File: config.mk
export PLATFORM = sky130hd
export DESIGN_NAME = mseq_ctrl
export DESIGN_NICKNAME = d
export VERILOG_FILES = /design/src/rtl/mseq_pkg.sv /design/src/rtl/mseq_phase_fsm.sv /design/src/rtl/mseq_strobes.sv /design/src/rtl/mseq_pc_unit.sv /design/src/rtl/mseq_ctrl.sv
export SDC_FILE = /design/constraint.sdc
export NUM_CORES = 1
export LEC_CHECK = 0
export CAP_MARGIN = 0
export CORE_MARGIN = 4
export CORE_UTILIZATION = 44
export DETAILED_ROUTE_END_ITERATION = 10
export PLACE_DENSITY = 0.84
export RECOVER_POWER = 25
export SYNTH_ARGS = -nofsm -noshare
export SYNTH_HDL_FRONTEND = slang
export SYNTH_SLANG_ARGS = --single-unit
File: constraint.sdc
create_clock -name clk -period 4.3 [get_ports clk]
set_input_delay 0.86 -clock clk [delete_from_list [all_inputs] [get_ports clk]]
set_output_delay 0.86 -clock clk [all_outputs]
set_load 0.01 [all_outputs]
File: src/rtl/mseq_pkg.sv
package mseq_pkg;
  localparam int unsigned ADDR_W  = 32;
  localparam int unsigned INSTR_W = 32;
  localparam int unsigned OFF_W   = 16;
  localparam int unsigned NPH     = 5;
  localparam int unsigned CODE_W  = 3;
  localparam int unsigned STEP    = INSTR_W / 8;
  localparam int unsigned SCALE_SH = 2;

  typedef enum logic [2:0] {
    PH_FETCH  = 3'd0,
    PH_DECODE = 3'd1,
    PH_EXEC   = 3'd2,
    PH_MEMORY = 3'd3,
    PH_WRBACK = 3'd4
  } phase_e;

  typedef enum logic [CODE_W-1:0] {
    K_ALU_RR = 3'd0,
    K_ALU_RI = 3'd1,
    K_LOAD   = 3'd2,
    K_STORE  = 3'd3,
    K_BRANCH = 3'd4
  } kind_e;

  function automatic kind_e kind_of(input logic [CODE_W-1:0] code);
    case (code)
      3'd1:    return K_ALU_RI;
      3'd2:    return K_LOAD;
      3'd3:    return K_STORE;
      3'd4:    return K_BRANCH;
      default: return K_ALU_RR;
    endcase
  endfunction

  function automatic phase_e final_phase(input kind_e k);
    case (k)
      K_BRANCH: return PH_DECODE;
      K_STORE:  return PH_MEMORY;
      default:  return PH_WRBACK;
    endcase
  endfunction

  function automatic logic [ADDR_W-1:0] seq_next(input logic [ADDR_W-1:0] pc);
    return pc + ADDR_W'(STEP);
  endfunction

  function automatic logic [ADDR_W-1:0] branch_dest(input logic [ADDR_W-1:0] pc_inc,
                                                    input logic [OFF_W-1:0]  off);
    logic [ADDR_W-1:0] ext;
    ext = {{(ADDR_W-OFF_W){off[OFF_W-1]}}, off};
    return pc_inc + (ext << SCALE_SH);
  endfunction

  function automatic logic writes_reg(input kind_e k);
    return (k != K_STORE) && (k != K_BRANCH);
  endfunction
endpackage

File: src/rtl/mseq_phase_fsm.sv
module mseq_phase_fsm
  import mseq_pkg::*;
(
  input  logic              clk,
  input  logic              rst,
  input  logic [CODE_W-1:0] code_i,
  output phase_e            phase_o,
  output kind_e             kind_eff_o,
  output logic              last_o
);
  phase_e ph_q;
  phase_e ph_d;
  kind_e  kind_q;
  kind_e  kind_live;
  kind_e  kind_eff;
  logic   last;

  assign kind_live = kind_of(code_i);
  assign kind_eff  = (ph_q == PH_DECODE) ? kind_live : kind_q;
  assign last      = (ph_q == final_phase(kind_eff));
  assign ph_d      = last ? PH_FETCH : phase_e'(ph_q + 3'd1);

  always_ff @(posedge clk) begin
    if (rst) begin
      ph_q   <= PH_FETCH;
      kind_q <= K_ALU_RR;
    end else begin
      ph_q <= ph_d;
      if (ph_q == PH_DECODE) kind_q <= kind_live;
    end
  end

  assign phase_o    = ph_q;
  assign kind_eff_o = kind_eff;
  assign last_o     = last;
endmodule

File: src/rtl/mseq_strobes.sv
module mseq_strobes
  import mseq_pkg::*;
(
  input  phase_e         phase_i,
  input  kind_e          kind_i,
  input  logic           cmp_eq_i,
  output logic [NPH-1:0] onehot_o,
  output logic           pc_we_o,
  output logic           pc_sel_o,
  output logic           ir_we_o,
  output logic           rf_we_o,
  output logic           mem_rd_o,
  output logic           mem_wr_o,
  output logic           br_taken_o
);
  for (genvar g = 0; g < NPH; g++) begin : g_oh
    assign onehot_o[g] = (phase_i == phase_e'(3'(g)));
  end

  logic in_mem;
  assign in_mem     = (phase_i == PH_MEMORY);
  assign br_taken_o = (phase_i == PH_DECODE) && (kind_i == K_BRANCH) && cmp_eq_i;
  assign ir_we_o    = (phase_i == PH_FETCH);
  assign pc_we_o    = ir_we_o || br_taken_o;
  assign pc_sel_o   = br_taken_o;
  assign rf_we_o    = (phase_i == PH_WRBACK) && writes_reg(kind_i);
  assign mem_rd_o   = in_mem && (kind_i == K_LOAD);
  assign mem_wr_o   = in_mem && (kind_i == K_STORE);
endmodule

File: src/rtl/mseq_pc_unit.sv
module mseq_pc_unit
  import mseq_pkg::*;
(
  input  logic               clk,
  input  logic               rst,
  input  logic               pc_we_i,
  input  logic               pc_sel_i,
  input  logic               ir_we_i,
  input  logic [INSTR_W-1:0] instr_i,
  output logic [ADDR_W-1:0]  pc_o,
  output logic [INSTR_W-1:0] ir_o
);
  logic [ADDR_W-1:0]  pc_q;
  logic [INSTR_W-1:0] ir_q;
  logic [ADDR_W-1:0]  pc_seq;
  logic [ADDR_W-1:0]  pc_tgt;

  assign pc_seq = seq_next(pc_q);
  assign pc_tgt = branch_dest(pc_q, ir_q[OFF_W-1:0]);

  always_ff @(posedge clk) begin
    if (rst) begin
      pc_q <= '0;
      ir_q <= '0;
    end else begin
      if (pc_we_i) pc_q <= pc_sel_i ? pc_tgt : pc_seq;
      if (ir_we_i) ir_q <= instr_i;
    end
  end

  assign pc_o = pc_q;
  assign ir_o = ir_q;
endmodule

File: src/rtl/mseq_ctrl.sv
module mseq_ctrl
  import mseq_pkg::*;
(
  input  logic               clk,
  input  logic               rst,
  input  logic [INSTR_W-1:0] instr_i,
  input  logic [CODE_W-1:0]  cls_i,
  input  logic               cmp_eq_i,
  output logic [ADDR_W-1:0]  pc_o,
  output logic [INSTR_W-1:0] ir_o,
  output logic [NPH-1:0]     phase_o,
  output logic               pc_we_o,
  output logic               pc_sel_o,
  output logic               rf_we_o,
  output logic               mem_rd_o,
  output logic               mem_wr_o,
  output logic               done_o
);
  phase_e phase;
  kind_e  kind_eff;
  logic   last;
  logic   pc_we;
  logic   pc_sel;
  logic   ir_we;
  logic   br_taken;

  mseq_phase_fsm u_fsm (
    .clk        (clk),
    .rst        (rst),
    .code_i     (cls_i),
    .phase_o    (phase),
    .kind_eff_o (kind_eff),
    .last_o     (last)
  );

  mseq_strobes u_strb (
    .phase_i    (phase),
    .kind_i     (kind_eff),
    .cmp_eq_i   (cmp_eq_i),
    .onehot_o   (phase_o),
    .pc_we_o    (pc_we),
    .pc_sel_o   (pc_sel),
    .ir_we_o    (ir_we),
    .rf_we_o    (rf_we_o),
    .mem_rd_o   (mem_rd_o),
    .mem_wr_o   (mem_wr_o),
    .br_taken_o (br_taken)
  );

  mseq_pc_unit u_pc (
    .clk      (clk),
    .rst      (rst),
    .pc_we_i  (pc_we),
    .pc_sel_i (pc_sel),
    .ir_we_i  (ir_we),
    .instr_i  (instr_i),
    .pc_o     (pc_o),
    .ir_o     (ir_o)
  );

  assign pc_we_o  = pc_we;
  assign pc_sel_o = pc_sel;
  assign done_o   = last;
endmodule

Word level (Yosys, flattened, before mapping) --
Cells that the tools add are included.
Storage, ports and cells: bits in registers 70
Cells by class: mux-type cells 4, add/subtract/negate cells 3, reductions and logical operators 9, equality and inequality tests 14
Operators by type and width (count):
- $add 32x3->32 const B | 1
- $add 32x32->32 | 1
- $mux 32 | 1
- $eq 3x2->1 const B | 6
- $pmux 3 s4 | 1
- $eq 3x3->1 const B | 3
- $eq 3x1->1 const B | 2
- $logic_and 1x1->1 | 6
- $pmux 3 s2 | 1
- $add 3x1->3 const B | 1
- $eq 3x3->1 | 1
- $logic_not 3->1 | 1
- $mux 3 | 1
- $ne 3x2->1 const B | 1
- $ne 3x3->1 const B | 1
- $reduce_or 2->1 | 1
- $logic_or 1x1->1 | 1

Logic depth before layout (Yosys ltp) --
depth in word-level cells 7, mapped depth 17

By module --
Synthesis repeated with hierarchy kept, for this count alone.
Second synthesis, totals: cells, all modules 565, area, all modules 4600.7 sq um
By module, submodules not included:
- mseq_pc_unit | seq. area each 1241.2 sq um, area each 4113.9 sq um, cells each 513, instances 1
- mseq_phase_fsm | seq. area each 120.1 sq um, area each 357.8 sq um, cells each 36, instances 1
- mseq_strobes | seq. area each 0.0 sq um, area each 128.9 sq um, cells each 16, instances 1

Worst setup path before layout --
Ideal clock, no wire load.
path type input port to flip-flop, start point input port cls_i[1], end point register u_pc.pc_q[19], in the netlist u_pc.pc_o[19], stages 13, setup time 123 ps, slack 155 ps, arrival 4021 ps, cell sequence nor3b_2 > and3_1 > clkbuf_1 > and2_1 > ha_1 > and3_1 > a221oi_2 > or2_2 > a41oi_2 > or2_0 > buf_2 > o41ai_2 > mux2_1
Between the ends: word-level cells in the longest chain between the ends 7, elaborated cells between the ends (all ways) 11, those cells by class 5 x eq/ne; 3 x mux; 3 x reduce/logical
Ends and longest elaborated chain:
- start, declared | RTL line mseq_ctrl.sv:7 | input logic [CODE_W-1:0] cls_i,
- $eq 3x3->1 (tied with other cells) | RTL line mseq_pkg.sv:27 | case (code)
- $pmux 3 s4 (*) | RTL line mseq_pkg.sv:27
- $mux 3 (*) | RTL line mseq_phase_fsm.sv:19 | assign kind_eff = (ph_q == PH_DECODE) ? kind_live : kind_q;
- $eq 3x3->1 (*) | RTL line mseq_strobes.sv:22 | assign br_taken_o = (phase_i == PH_DECODE) && (kind_i == K_BRANCH) && cmp_eq_i;
- $logic_and 1x1->1 (*) (2 in a row) | RTL line mseq_strobes.sv:22
- named net pc_sel_o | RTL line mseq_ctrl.sv:13 | output logic pc_sel_o,
- $mux 32 or $logic_or 1x1->1 (tied branches) | RTL line mseq_pc_unit.sv:26, mseq_strobes.sv:24
- end signal, assigned | RTL line mseq_pc_unit.sv:26 | if (pc_we_i) pc_q <= pc_sel_i ? pc_tgt : pc_seq;
- end, declared | RTL line mseq_pc_unit.sv:13 | logic [ADDR_W-1:0] pc_q;
The timed path passes the listed nets; every way through them passes the cells marked *. A chain may end at the register's enable or synchronous reset.

Worst setup path in the final report --
start point input port cls_i[2], end point register u_pc.pc_q[18], in the netlist u_pc.pc_o[18]
Between the ends: word-level cells in the longest chain between the ends 7, elaborated cells between the ends (all ways) 11, those cells by class 5 x eq/ne; 3 x mux; 3 x reduce/logical
Ends and longest elaborated chain (RTL line):
- $eq 3x3->1 (tied with other cells) | mseq_pkg.sv:27
- $pmux 3 s4 (*) | mseq_pkg.sv:27
- $mux 3 (*) | mseq_phase_fsm.sv:19
- $eq 3x3->1 (*) | mseq_strobes.sv:22
- $logic_and 1x1->1 (*) (2 in a row) | mseq_strobes.sv:22
- $mux 32 or $logic_or 1x1->1 (tied branches) | mseq_pc_unit.sv:26, mseq_strobes.sv:24
Mark *: on every way between the ends. The rest lies on a longest branch, timed or not.

==> results.md <==
Route:
- The met1 routed wirelength after detailed routing is 5050 µm.
- The via count is 4387.
- For this run, the detailed router's first-pass iteration total came to 5.
- The routed wire length is 12200 µm.
- The ratio of routed vias to standard cells is 5.70.
- The detailed router finished its first iteration with 185 violations.
- The detailed route wirelength on metal2 is 6000 µm.
- Summed over all nets, wire length on met3 after detailed routing comes to 931 µm.
- The count of nets left with antenna violations after detail routing is 0.
- The number of remaining DRC errors is 0.
- In the final routed layout, each cell accounts on average for 15.9 µm.
- The highest layer used for signal routing is met4.

Final layout:
- The number of nets in the final layout is 713.
- After routing the design area is 5700 µm².
- The number of antenna diodes in the final layout is 0.
- Measured on the finished design, the core utilization comes to 0.620.
- The area growth from synthesis to final layout is 37.4%.
- The final cell count without fillers is 770.
- Of the cells placed in the final design, the portion with a size suffix greater than 1 is 0.108.
- The number of filler instances in the final layout is 806.

Synthesis:
- A synthesized cell averages 7.76 µm².
- In the post-synthesis netlist, the biggest area contributors are dfxtp_1 (33%), nand2_1 (8.6%), a21oi_1 (7.0%), ha_1 (6.0%), nor2_1 (3.5%).
- The number of synthesized flops with an enable pin is 0.
- The share of the Yosys chip area taken by registers is 0.328.
- The total standard cell area after synthesis is 4150 µm².
- The register bit count reported by yosys is 68.
- The predominant post-synthesis flop cell is dfxtp_1.
- The Yosys step of the flow raised 0 warnings.
- Of the post-synthesis cell area, the dominant cell type holds 0.328.
- The cell accounting for the most synthesized area is dfxtp_1.
- After technology mapping, the gate count stands at 534.
- After synthesis, the share of flip-flops with an asynchronous set or reset is 0.
- In this run, distinct cell masters in the synthesized netlist total 71.

Setup path:
- The data arrival time of the critical path is 4.35 ns.
- STA puts the critical path data required time at 4.55 ns.
- Of all nets on the critical path, the largest fanout is 12.
- The category of the most critical setup path is input port to register.
- The endpoint class of the critical path is a register.
- The kind of start point of the critical path is an input port.

GRT:
- The number of global-route vias before repair is 4235.
- The first-pass GRT wire length is 20200 µm.
- The total routing usage reported by global routing is 0.220.
- Entering global routing, the biggest net connects 46 pins.
- The initial antenna violation count is 0.
- Global routing finished with a remaining overflow of 0.

Timing:
- The clock arrives with 0.00368 ns of skew.
- Setup repair after global routing left no endpoint under its margin.
- The worst path setup slack after routing is 0.201 ns.
- The minimum clock period after layout is 4.10 ns.
- In this run the tightest slew margin relative to its limit is 0.309.
- Derived from the worst setup path, the maximum achievable clock frequency is 244 MHz.
- The number of hold violations in the final report is 0.
- The transition time at the pin with the least slew margin is 1.04 ns.
- The number of endpoints failing setup at the final stage is 0.
- In the finished design, the share of the clock period the worst path needs comes to 0.953.
- The count of final max-slew check failures is 0.

Pwr:
- The power density of the placed cells is 304 nW/µm².
- For this design the static power due to leakage is 0.00236 µW.
- The maximum vdd drop is 241 µV.
- Overall power consumption after layout is estimated at 1730 µW.

Placement:
- At the placement stage, the worst setup path has a slack of -0.171 ns.
- The number of placed instances, taps included, is 754.
- The half-perimeter wire length after detailed placement is 8960 µm.
- In this run the cell area measured after placement is 5490 µm².
- Port buffering added 110 buffers.
- At the end of routability-driven placement, the weighted congestion stood at 0.942.

Floorplanning:
- The die covers 11000 µm².
- The standard cell core area is 9200 µm².
- Measured along the y axis, the die boundary spans 105 µm.
- In this run the core area contains 35 standard-cell rows.
- The die span in x is 105 µm.
- Pin placement for this block handled 113 I/O pins.
- The initial utilization of the core area, before any placement, comes to 0.451.

Clocking:
- Counting the buffers created by CTS gives 9.
- The tree built by TritonCTS fans out to 68 sinks.
- The root buffer cell is clkbuf_8.
- The clock latency reported for the late side of the worst-skew pair is 0.36 ns.
- The number of buffers on the longest clock path is 2.
- TritonCTS built the clock tree.
- The H-tree generated during clock tree synthesis spans 3 levels.
- After clock tree synthesis, the clock-pin slew on the worst setup and hold paths is 0.08 ns.
- Buffers inserted to repair hold after CTS numbered 0.

Worst hold path:
- The worst hold path belongs to the class register to register.

Run:
- Across the run, the number of max-cap violations was 0.

Outcome:
- The run finished with clean final reports.
==> worst paths after layout <==
path | depth (start not counted) | startpoint | end | slack [ns]
min | 2 | u_pc.ir_o[20]$_SDFFE_PP0P_ | u_pc.ir_o[20]$_SDFFE_PP0P_ | 0.46
max | 15 | cls_i[2] | u_pc.pc_o[18]$_SDFFE_PP0P_ | 0.20
min reg2reg | 2 | u_pc.ir_o[20]$_SDFFE_PP0P_ | u_pc.ir_o[20]$_SDFFE_PP0P_ | 0.46
max reg2reg | 14 | u_fsm.phase_o[1]$_SDFF_PP0_ | u_pc.pc_o[18]$_SDFFE_PP0P_ | 0.33
==> area by class of cell <==
class | instances | area [µm²] | area share
Clock inverter | 7 | 81.3 | 0.0143
Clock buffer | 9 | 124 | 0.0217
Sequential cell | 68 | 1360 | 0.239
Timing Repair Buffer | 141 | 1340 | 0.235
Inverter | 12 | 45.0 | 0.00791
Tap cell | 111 | 139 | 0.0244
Multi-Input combinational cell | 422 | 2610 | 0.457
==> critical path: stages <==
cell and delay [ns]:
clkdlybuf4s50_1 0.47, nor3b_2 0.22, and3_1 0.25, buf_12 0.14
nand2b_1 0.06, ha_1 0.19, inv_1 0.07, fa_1 0.18
nor2b_1 0.08, o31a_1 0.28, o21a_1 0.23, a311o_2 0.46
a2111o_1 0.42, o21ai_1 0.10, mux2_1 0.33
==> Yosys cell counts, types with 4 or more instances <==
| master | instances |
|---|---|
| buf_2 | 5 |
| inv_1 | 11 |
| or3_1 | 6 |
| o21a_1 | 4 |
| mux2_1 | 7 |
| and3_1 | 9 |
| nand2_1 | 95 |
| and2_1 | 16 |
| nand3_1 | 10 |
| nor3_1 | 17 |
| nor4_1 | 6 |
| nor2b_1 | 18 |
| mux2_2 | 6 |
| ha_1 | 20 |
| dfxtp_1 | 68 |
| o21ai_0 | 14 |
| a21oi_1 | 58 |
| buf_4 | 4 |
| clkbuf_1 | 22 |
| a21o_1 | 4 |
| xnor2_1 | 8 |
| a211oi_1 | 9 |
| o211ai_1 | 4 |
| nand4_1 | 4 |
| nor2_1 | 39 |
==> per-layer routing <==
| layer | vias up | global-route usage |
|---|---|---|
| met5 | - | 0 |
| met4 | 0 | 0.0619 |
| met2 | 173 | 0.385 |
| met1 | 2066 | 0.263 |
| met3 | 22 | 0.0618 |
| li1 | 2126 | - |
==> cell usage in the layout (no fill, tap or decap), types with 3 or more instances in the layout <==
cell	instances
a211oi_1	9
a21o_1	4
a21oi_1	58
and2_1	16
and3_1	9
buf_4	30
clkbuf_8	9
clkdlybuf4s50_1	109
dfxtp_1	68
ha_1	20
inv_1	12
inv_6	4
mux2_1	8
mux2_2	5
nand2_1	95
nand2b_1	3
nand3_1	10
nand4_1	4
nor2_1	39
nor2b_1	18
nor3_1	17
nor4_1	6
o211a_1	3
o211ai_1	4
o21a_1	4
o21ai_0	14
o21bai_1	3
o31ai_1	3
or3_1	6
xnor2_1	8
==> where the power goes <==
group / total (µW) / internal [µW] / switching (µW) / leakage [µW]
Clock: 562 / 277 / 285 / 0.000101
Combinational: 450 / 212 / 238 / 0.00171
Sequential: 722 / 682 / 40.5 / 0.000556
==> state kept, by name, summed over array words and instances, names as in the netlist <==
signal and cells:
u_pc.ir_o 32, u_pc.pc_o 30, u_fsm.kind_q 3, u_fsm.phase_o 3
==> stage by stage <==
step                hold slack (ns)  TNS, ns
detailed placement            0.452   -0.788
CTS                           0.463        0
global route                  0.485        0
global placement              0.441  -0.0297
finish                        0.458        0
floorplan                     0.463        0
==> repair_timing <==
action / CTS / global route
setup buffers: 0 / 0
resized for setup: 0 / 1
endpoints found under the setup margin: 0 / 3
==> cells by family (layout without fill, tap and decap cells) <==
kind of cell / Yosys count / count (layout) / share of synthesized area
buffers and inverters: 45 / 169 / 0.0459
adder cells (fa/ha/maj): 21 / 21 / 0.0652
AND/OR/NAND/NOR: 248 / 248 / 0.301
other: 1 / 2 / 0.000904
multiplexers: 14 / 14 / 0.0377
flip-flops: 68 / 68 / 0.328
XOR/XNOR: 9 / 9 / 0.0190
AO/OA/AOI/OAI: 128 / 128 / 0.202
Power figures use the tool's default switching activity.
